==> src/rtl/spi3w_pkg.sv <==
package spi3w_pkg;

  // Per-edge strobes from the frame sequencer to the datapath.
  typedef struct packed {
    logic shiftAddr;   // address bit arriving on this rising edge
    logic loadRead;    // last address bit of a read: fetch the word
    logic shiftData;   // data-phase bit on this rising edge
    logic commitWrite; // final data bit of a write: store the word
    logic driveEn;     // read data phase: pad driver may turn on
  } seqStrobes_t;

endpackage

==> src/rtl/spi3w_ctrl.sv <==
module spi3w_ctrl
  import spi3w_pkg::*;
#(
  parameter int ADDR_W = 7,
  parameter int DATA_W = 16
) (
  input  logic        sclk,
  input  logic        csN,
  input  logic        sdioIn,
  output logic        rwFlag,
  output seqStrobes_t strobes
);

  localparam int FRAME_BITS = 1 + ADDR_W + DATA_W;
  localparam int CNT_W      = $clog2(FRAME_BITS + 1);
  localparam logic [CNT_W-1:0] LAST_ADDR = CNT_W'(ADDR_W);
  localparam logic [CNT_W-1:0] LAST_DATA = CNT_W'(ADDR_W + DATA_W);
  localparam logic [CNT_W-1:0] FULL_CNT  = CNT_W'(FRAME_BITS);

  logic [CNT_W-1:0] bitCnt;

  // Count rising edges in the frame, saturating after the last bit.
  always_ff @(posedge sclk or posedge csN) begin
    if (csN) begin
      bitCnt <= '0;
      rwFlag <= 1'b0;
    end else begin
      if (bitCnt != FULL_CNT) bitCnt <= bitCnt + 1'b1;
      if (bitCnt == '0) rwFlag <= sdioIn;
    end
  end

  always_comb begin
    strobes.shiftAddr   = (bitCnt != '0) && (bitCnt <= LAST_ADDR);
    strobes.loadRead    = (bitCnt == LAST_ADDR) && rwFlag;
    strobes.shiftData   = (bitCnt > LAST_ADDR) && (bitCnt <= LAST_DATA);
    strobes.commitWrite = (bitCnt == LAST_DATA) && !rwFlag;
    strobes.driveEn     = (bitCnt > LAST_ADDR) && rwFlag;
  end

  // the direction flag holds once captured, unless the frame restarted
  assert_rw_hold_R4: assert property (@(posedge sclk) disable iff (csN)
    (bitCnt != '0) |=> ((bitCnt == '0) || $stable(rwFlag)));

  // no second commit within one frame
  assert_single_commit_R8: assert property (@(posedge sclk) disable iff (csN)
    strobes.commitWrite |=> !strobes.commitWrite);

endmodule

==> src/rtl/spi3w_datapath.sv <==
module spi3w_datapath
  import spi3w_pkg::*;
#(
  parameter int ADDR_W   = 7,
  parameter int DATA_W   = 16,
  parameter int NUM_REGS = 8
) (
  input  logic                       sclk,
  input  logic                       csN,
  input  logic                       rstN,
  input  logic                       sdioIn,
  input  seqStrobes_t                strobes,
  output logic                       sdioOut,
  output logic                       sdioOe,
  output logic [NUM_REGS*DATA_W-1:0] regFlat
);

  logic [ADDR_W-1:0] addrShift;
  logic [DATA_W-1:0] dataShift;
  logic [DATA_W-1:0] readShift;
  logic [DATA_W-1:0] readWord;
  logic [ADDR_W-1:0] readAddr;
  logic [DATA_W-1:0] commitWord;
  logic [DATA_W-1:0] bank [NUM_REGS];

  // The final incoming bit joins the shifted value on the same edge.
  assign readAddr   = {addrShift[ADDR_W-2:0], sdioIn};
  assign commitWord = {dataShift[DATA_W-2:0], sdioIn};

  always_ff @(posedge sclk or posedge csN) begin
    if (csN) begin
      addrShift <= '0;
      dataShift <= '0;
    end else begin
      if (strobes.shiftAddr) addrShift <= readAddr;
      if (strobes.shiftData) dataShift <= commitWord;
    end
  end

  // Register bank with one decoder per entry.
  for (genvar k = 0; k < NUM_REGS; k++) begin : g_reg
    localparam logic [ADDR_W-1:0] MY_ADDR = ADDR_W'(k);
    always_ff @(posedge sclk or negedge rstN) begin
      if (!rstN) bank[k] <= '0;
      else if (strobes.commitWrite && (addrShift == MY_ADDR)) bank[k] <= commitWord;
    end
    assign regFlat[k*DATA_W +: DATA_W] = bank[k];
  end

  // Read selection: unmapped addresses fall through to zero.
  always_comb begin
    readWord = '0;
    for (int k = 0; k < NUM_REGS; k++) begin
      if (readAddr == ADDR_W'(k)) readWord = bank[k];
    end
  end

  always_ff @(posedge sclk or posedge csN) begin
    if (csN) readShift <= '0;
    else if (strobes.loadRead) readShift <= readWord;
    else if (strobes.shiftData) readShift <= {readShift[DATA_W-2:0], 1'b0};
  end

  // Launch on the falling edge; the driver stays on until select rises.
  always_ff @(negedge sclk or posedge csN) begin
    if (csN) begin
      sdioOe  <= 1'b0;
      sdioOut <= 1'b0;
    end else begin
      sdioOe  <= sdioOe | strobes.driveEn;
      sdioOut <= readShift[DATA_W-1];
    end
  end

  // the bank only moves on a full-frame commit
  assert_bank_hold_R5: assert property (@(posedge sclk) disable iff (!rstN)
    !strobes.commitWrite |=> $stable(regFlat));

  // a commit to a missing address changes nothing
  assert_unmapped_write_R6: assert property (@(posedge sclk) disable iff (!rstN)
    (strobes.commitWrite && (32'(addrShift) >= NUM_REGS)) |=> $stable(regFlat));

  // a read of a missing address fetches zero
  assert_unmapped_read_R6: assert property (@(posedge sclk) disable iff (csN)
    (strobes.loadRead && (32'(readAddr) >= NUM_REGS)) |=> (readShift == '0));

endmodule

==> src/rtl/spi3w_regbank.sv <==
module spi3w_regbank
  import spi3w_pkg::*;
#(
  parameter int ADDR_W   = 7,
  parameter int DATA_W   = 16,
  parameter int NUM_REGS = 8
) (
  input  logic                       sclk,
  input  logic                       csN,
  input  logic                       rstN,
  input  logic                       sdioIn,
  output logic                       sdioOut,
  output logic                       sdioOe,
  output logic [NUM_REGS*DATA_W-1:0] regFlat
);

  seqStrobes_t strobes;
  logic        rwFlag;

  spi3w_ctrl #(.ADDR_W(ADDR_W), .DATA_W(DATA_W)) u_ctrl (
    .sclk    (sclk),
    .csN     (csN),
    .sdioIn  (sdioIn),
    .rwFlag  (rwFlag),
    .strobes (strobes)
  );

  spi3w_datapath #(.ADDR_W(ADDR_W), .DATA_W(DATA_W), .NUM_REGS(NUM_REGS)) u_dp (
    .sclk    (sclk),
    .csN     (csN),
    .rstN    (rstN),
    .sdioIn  (sdioIn),
    .strobes (strobes),
    .sdioOut (sdioOut),
    .sdioOe  (sdioOe),
    .regFlat (regFlat)
  );

  // never drive the pin during a write frame
  assert_no_drive_write_R4: assert property (@(negedge sclk) disable iff (csN)
    !rwFlag |-> !sdioOe);

  // the pin is released while select is high
  assert_release_idle_R4: assert property (@(posedge sclk) disable iff (!rstN)
    csN |-> !sdioOe);

endmodule

==> config.mk <==
export PLATFORM = sky130hd
export DESIGN_NAME = spi3w_regbank
export DESIGN_NICKNAME = d
export VERILOG_FILES = /design/src/rtl/spi3w_pkg.sv /design/src/rtl/spi3w_ctrl.sv /design/src/rtl/spi3w_datapath.sv /design/src/rtl/spi3w_regbank.sv
export SDC_FILE = /design/constraint.sdc
export NUM_CORES = 1
export LEC_CHECK = 0
export BUFFER_PORTS_ARGS = -buffer_cell sky130_fd_sc_hd__buf_2
export CAP_MARGIN = 20
export CORE_MARGIN = 1
export CORE_UTILIZATION = 57
export CTS_CLUSTER_SIZE = 16
export DETAILED_ROUTE_END_ITERATION = 12
export GPL_TIMING_DRIVEN = 0
export PLACE_DENSITY = 0.8
export SETUP_SLACK_MARGIN = 0.2
export SYNTH_ARGS = -nofsm -noshare
export SYNTH_HDL_FRONTEND = slang
export SYNTH_SLANG_ARGS = --single-unit
==> constraint.sdc <==
create_clock -name sclk -period 2.2 [get_ports sclk]
set_input_delay 0.33 -clock sclk [delete_from_list [all_inputs] [get_ports sclk]]
set_output_delay 0.33 -clock sclk [all_outputs]
set_load 0.01 [all_outputs]
==> results_dict.tcl <==
set metrics [dict create \
    dieArea_sq_um 14680 \
    critical_path.max_fanout 2 \
    first_iter_violations 745 \
    overflow 0 \
    final_common_cell "dfrtp_1" \
    max_cap_violations 0 \
    p_leak_nw 5.719 \
    initial_core_util_pct 58.30 \
    slew_violations 0 \
    post-place-ws_ps -440.6 \
    cts_root_buf "clkbuf_16" \
    antenna_cells 0 \
    required_ps 1350 \
    dp.cells 898 \
    drc 0 \
    grt_max_degree 83 \
    slowest_delay_ps 420 \
    slew_headroom_pct 48.95 \
    syn-num-nets 591 \
    dp_hpwl_mm 14.35 \
    yosysWarnings 0 \
    io_pins 134 \
    clk_latency_ps 450 \
    worstSetupPathType "flop to flop" \
    vias_per_cell 6.877 \
    synth_area_sq_um 8093 \
    routed_wl_mm 29.82 \
    area_delta_synth_final_pct 39.66 \
    hold_viol_final 0 \
    postRouteAntennaNets 0 \
    path_buf_inv 1 \
    max-clock-path-buffers 2 \
    die_width_um 121.2 \
    yosysUniqueCellTypes 45 \
    setup_violations 135 \
    seqCellArea_sq_um 4358 \
    synthCells 585 \
    final_nets 814 \
    ys_seq_area_share_pct 53.80 \
    crit_slowest_cell "dfrtp_1" \
    path_clk_slew_ps 60 \
    cellPowerDensity_nw_per_um2 589.8 \
    num-fill-cells 673 \
    first_pass_iters 8 \
    ir_worst_vdd_v 0.0004989 \
    synth.avg_cell_area_sq_um 13.83 \
    cp-end-kind "flop" \
    antenna_found_initial 0 \
    crit_family "flip-flops" \
    drive_above_1_share_pct 60.49 \
    grt_pass1_vias 6721 \
    cts_buffers 17 \
    cp-start-kind "flop" \
    rsz0062_at_grt "true" \
    path_cells "ha_4 > and4b_2 > buf_8 > o31ai_4 > nand2b_1" \
    die_h_um 121.2 \
    setup_ws_ps -325.4 \
    grt_first_pass_wirelength_mm 40.45 \
    cts_tree "yes" \
    gp_congestion 0.8432 \
    stdcell_count 1000 \
    clock_sinks 174 \
    htreeDepth 4 \
    skew_ps 42.31 \
    crit_arrival_ps 1680 \
    worst_pin_slew_ps 765.8 \
    final_cell_mix "dfrtp_1 (169), buf_2 (138), mux2_4 (118)" \
    track_usage_pct 38.19 \
    coreArea_sq_um 13880 \
    multi_input_area_sq_um 4110 \
    synth_seq_cells 174 \
    status "complete, but fails checks" \
    vias 6877 \
    failed_checks "negative setup slack" \
    min_path_type "input port to asynchronous set/reset pin" \
    wire_per_inst_um 29.82 \
    rows 43 \
    io_buffer_count 132 \
]
[state kept, by name, summed over array words and instances, names as in the netlist]
signal / flops
u_ctrl.bitCnt: 5
u_ctrl.rwFlag: 1
u_dp.addrShift: 7
u_dp.dataShift: 15
u_dp.readShift: 16
u_dp.regFlat: 128
u_dp.sdioOe: 1
u_dp.sdioOut: 1
[timing repair]
action,4_1_cts,5_1_grt
setup endpoints to repair,142,170
gates resized for setup,190,95
hold endpoints to repair,46,8
cloned,8,1
pin swaps,12,20
hold buffers,1,1
setup buffers,40,19
[path summary, 6_finish.rpt]
check                                 startpoint                end  slack, ps  cells past startpoint
worst min-delay path                         csN  u_dp.addrShift[2]        380                      3
worst min register to register       u_dp.sdioOe        u_dp.sdioOe        510                      2
min in group sclk                    u_dp.sdioOe        u_dp.sdioOe        510                      2
worst max register to register  u_ctrl.bitCnt[0]        u_dp.sdioOe       -330                      5
worst max-delay path            u_ctrl.bitCnt[0]        u_dp.sdioOe       -330                      5
max in group asynchronous                    csN       u_dp.sdioOut        560                      3
[per-stage QoR]
stage | area, sq um | power [mW] | TNS [ps] | util (%) | hold slack [ps]
6_report | 11300 | 6.666 | -28470 | 81.42 | 383.2
5_1_grt | 11300 | 6.816 | -31330 | 81.42 | 409.4
4_1_cts | 10840 | 6.575 | -1168 | 78.06 | 157.7
3_5_place_dp | 9039 | 3.570 | -2231 | 65.12 | 292.9
3_3_place_gp | 9005 | 3.552 | -93220 | 64.87 | 408.2
2_1_floorplan | 8119 | 3.448 | -259.1 | - | 34.41
[cells by family after synthesis]
group	share of synthesized area (%)
adder cells (fa/ha/maj)	0.3092
flip-flops	53.80
multiplexers	29.19
XOR/XNOR	0.4329
AO/OA/AOI/OAI	8.009
AND/OR/NAND/NOR	4.654
buffers and inverters	3.602
[worst min-delay path: stages]
cell           delay, ps
dlygate4sd3_1        530
buf_2                130
clkinvlp_4           210
[power by group]
| group | internal [mW] | switching [mW] | total (mW) |
|---|---|---|---|
| Clock | 1.84 | 1.25 | 3.09 |
| Combinational | 0.0979 | 0.217 | 0.315 |
| Sequential | 3.23 | 0.0319 | 3.26 |
[synth_stat cells (all sizes together)]
| cell type | count | area (sq um) |
|---|---|---|
| a21oi | 15 | 75.07 |
| a221oi | 1 | 8.760 |
| a222oi | 8 | 80.08 |
| a22o | 18 | 157.7 |
| a22oi | 6 | 45.04 |
| a31oi | 1 | 6.260 |
| and2 | 1 | 6.260 |
| and3 | 1 | 6.260 |
| and4b | 1 | 10.01 |
| buf | 42 | 239.0 |
| clkbuf | 9 | 33.78 |
| dfrtn | 2 | 50.05 |
| dfrtp | 172 | 4304 |
| ha | 2 | 25.02 |
| inv | 5 | 18.77 |
| mux2 | 176 | 1982 |
| mux2i | 2 | 20.02 |
| mux4 | 16 | 360.4 |
| nand2 | 8 | 37.54 |
| nand2b | 2 | 12.51 |
| nand3 | 9 | 50.05 |
| nand4 | 1 | 6.260 |
| nand4b | 2 | 32.53 |
| nor2 | 20 | 90.08 |
| nor2b | 3 | 18.77 |
| nor3 | 3 | 25.02 |
| nor3b | 2 | 26.28 |
| nor4 | 3 | 55.05 |
| o21ai | 33 | 165.2 |
| o22ai | 15 | 93.84 |
| o311ai | 1 | 8.760 |
| o31ai | 1 | 7.510 |
| xnor2 | 4 | 35.03 |
[area by class of cell]
cell class	instances	area share (%)
Tap cell	180	1.993
Inverter	5	0.1993
Buffer	51	3.808
Timing Repair Buffer	204	13.79
Sequential cell	174	38.56
Clock inverter	5	0.6864
Clock buffer	26	4.594
Multi-Input combinational cell	355	36.37
[layer usage]
layer	track usage, %	part of all wire, %	wire length, um
met5	0	0	0
met4	22.38	6.9	2056
met3	10.95	10	3096
met2	58.93	46	13790
met1	48.07	36	10870
(Power assumes the default switching activity.)
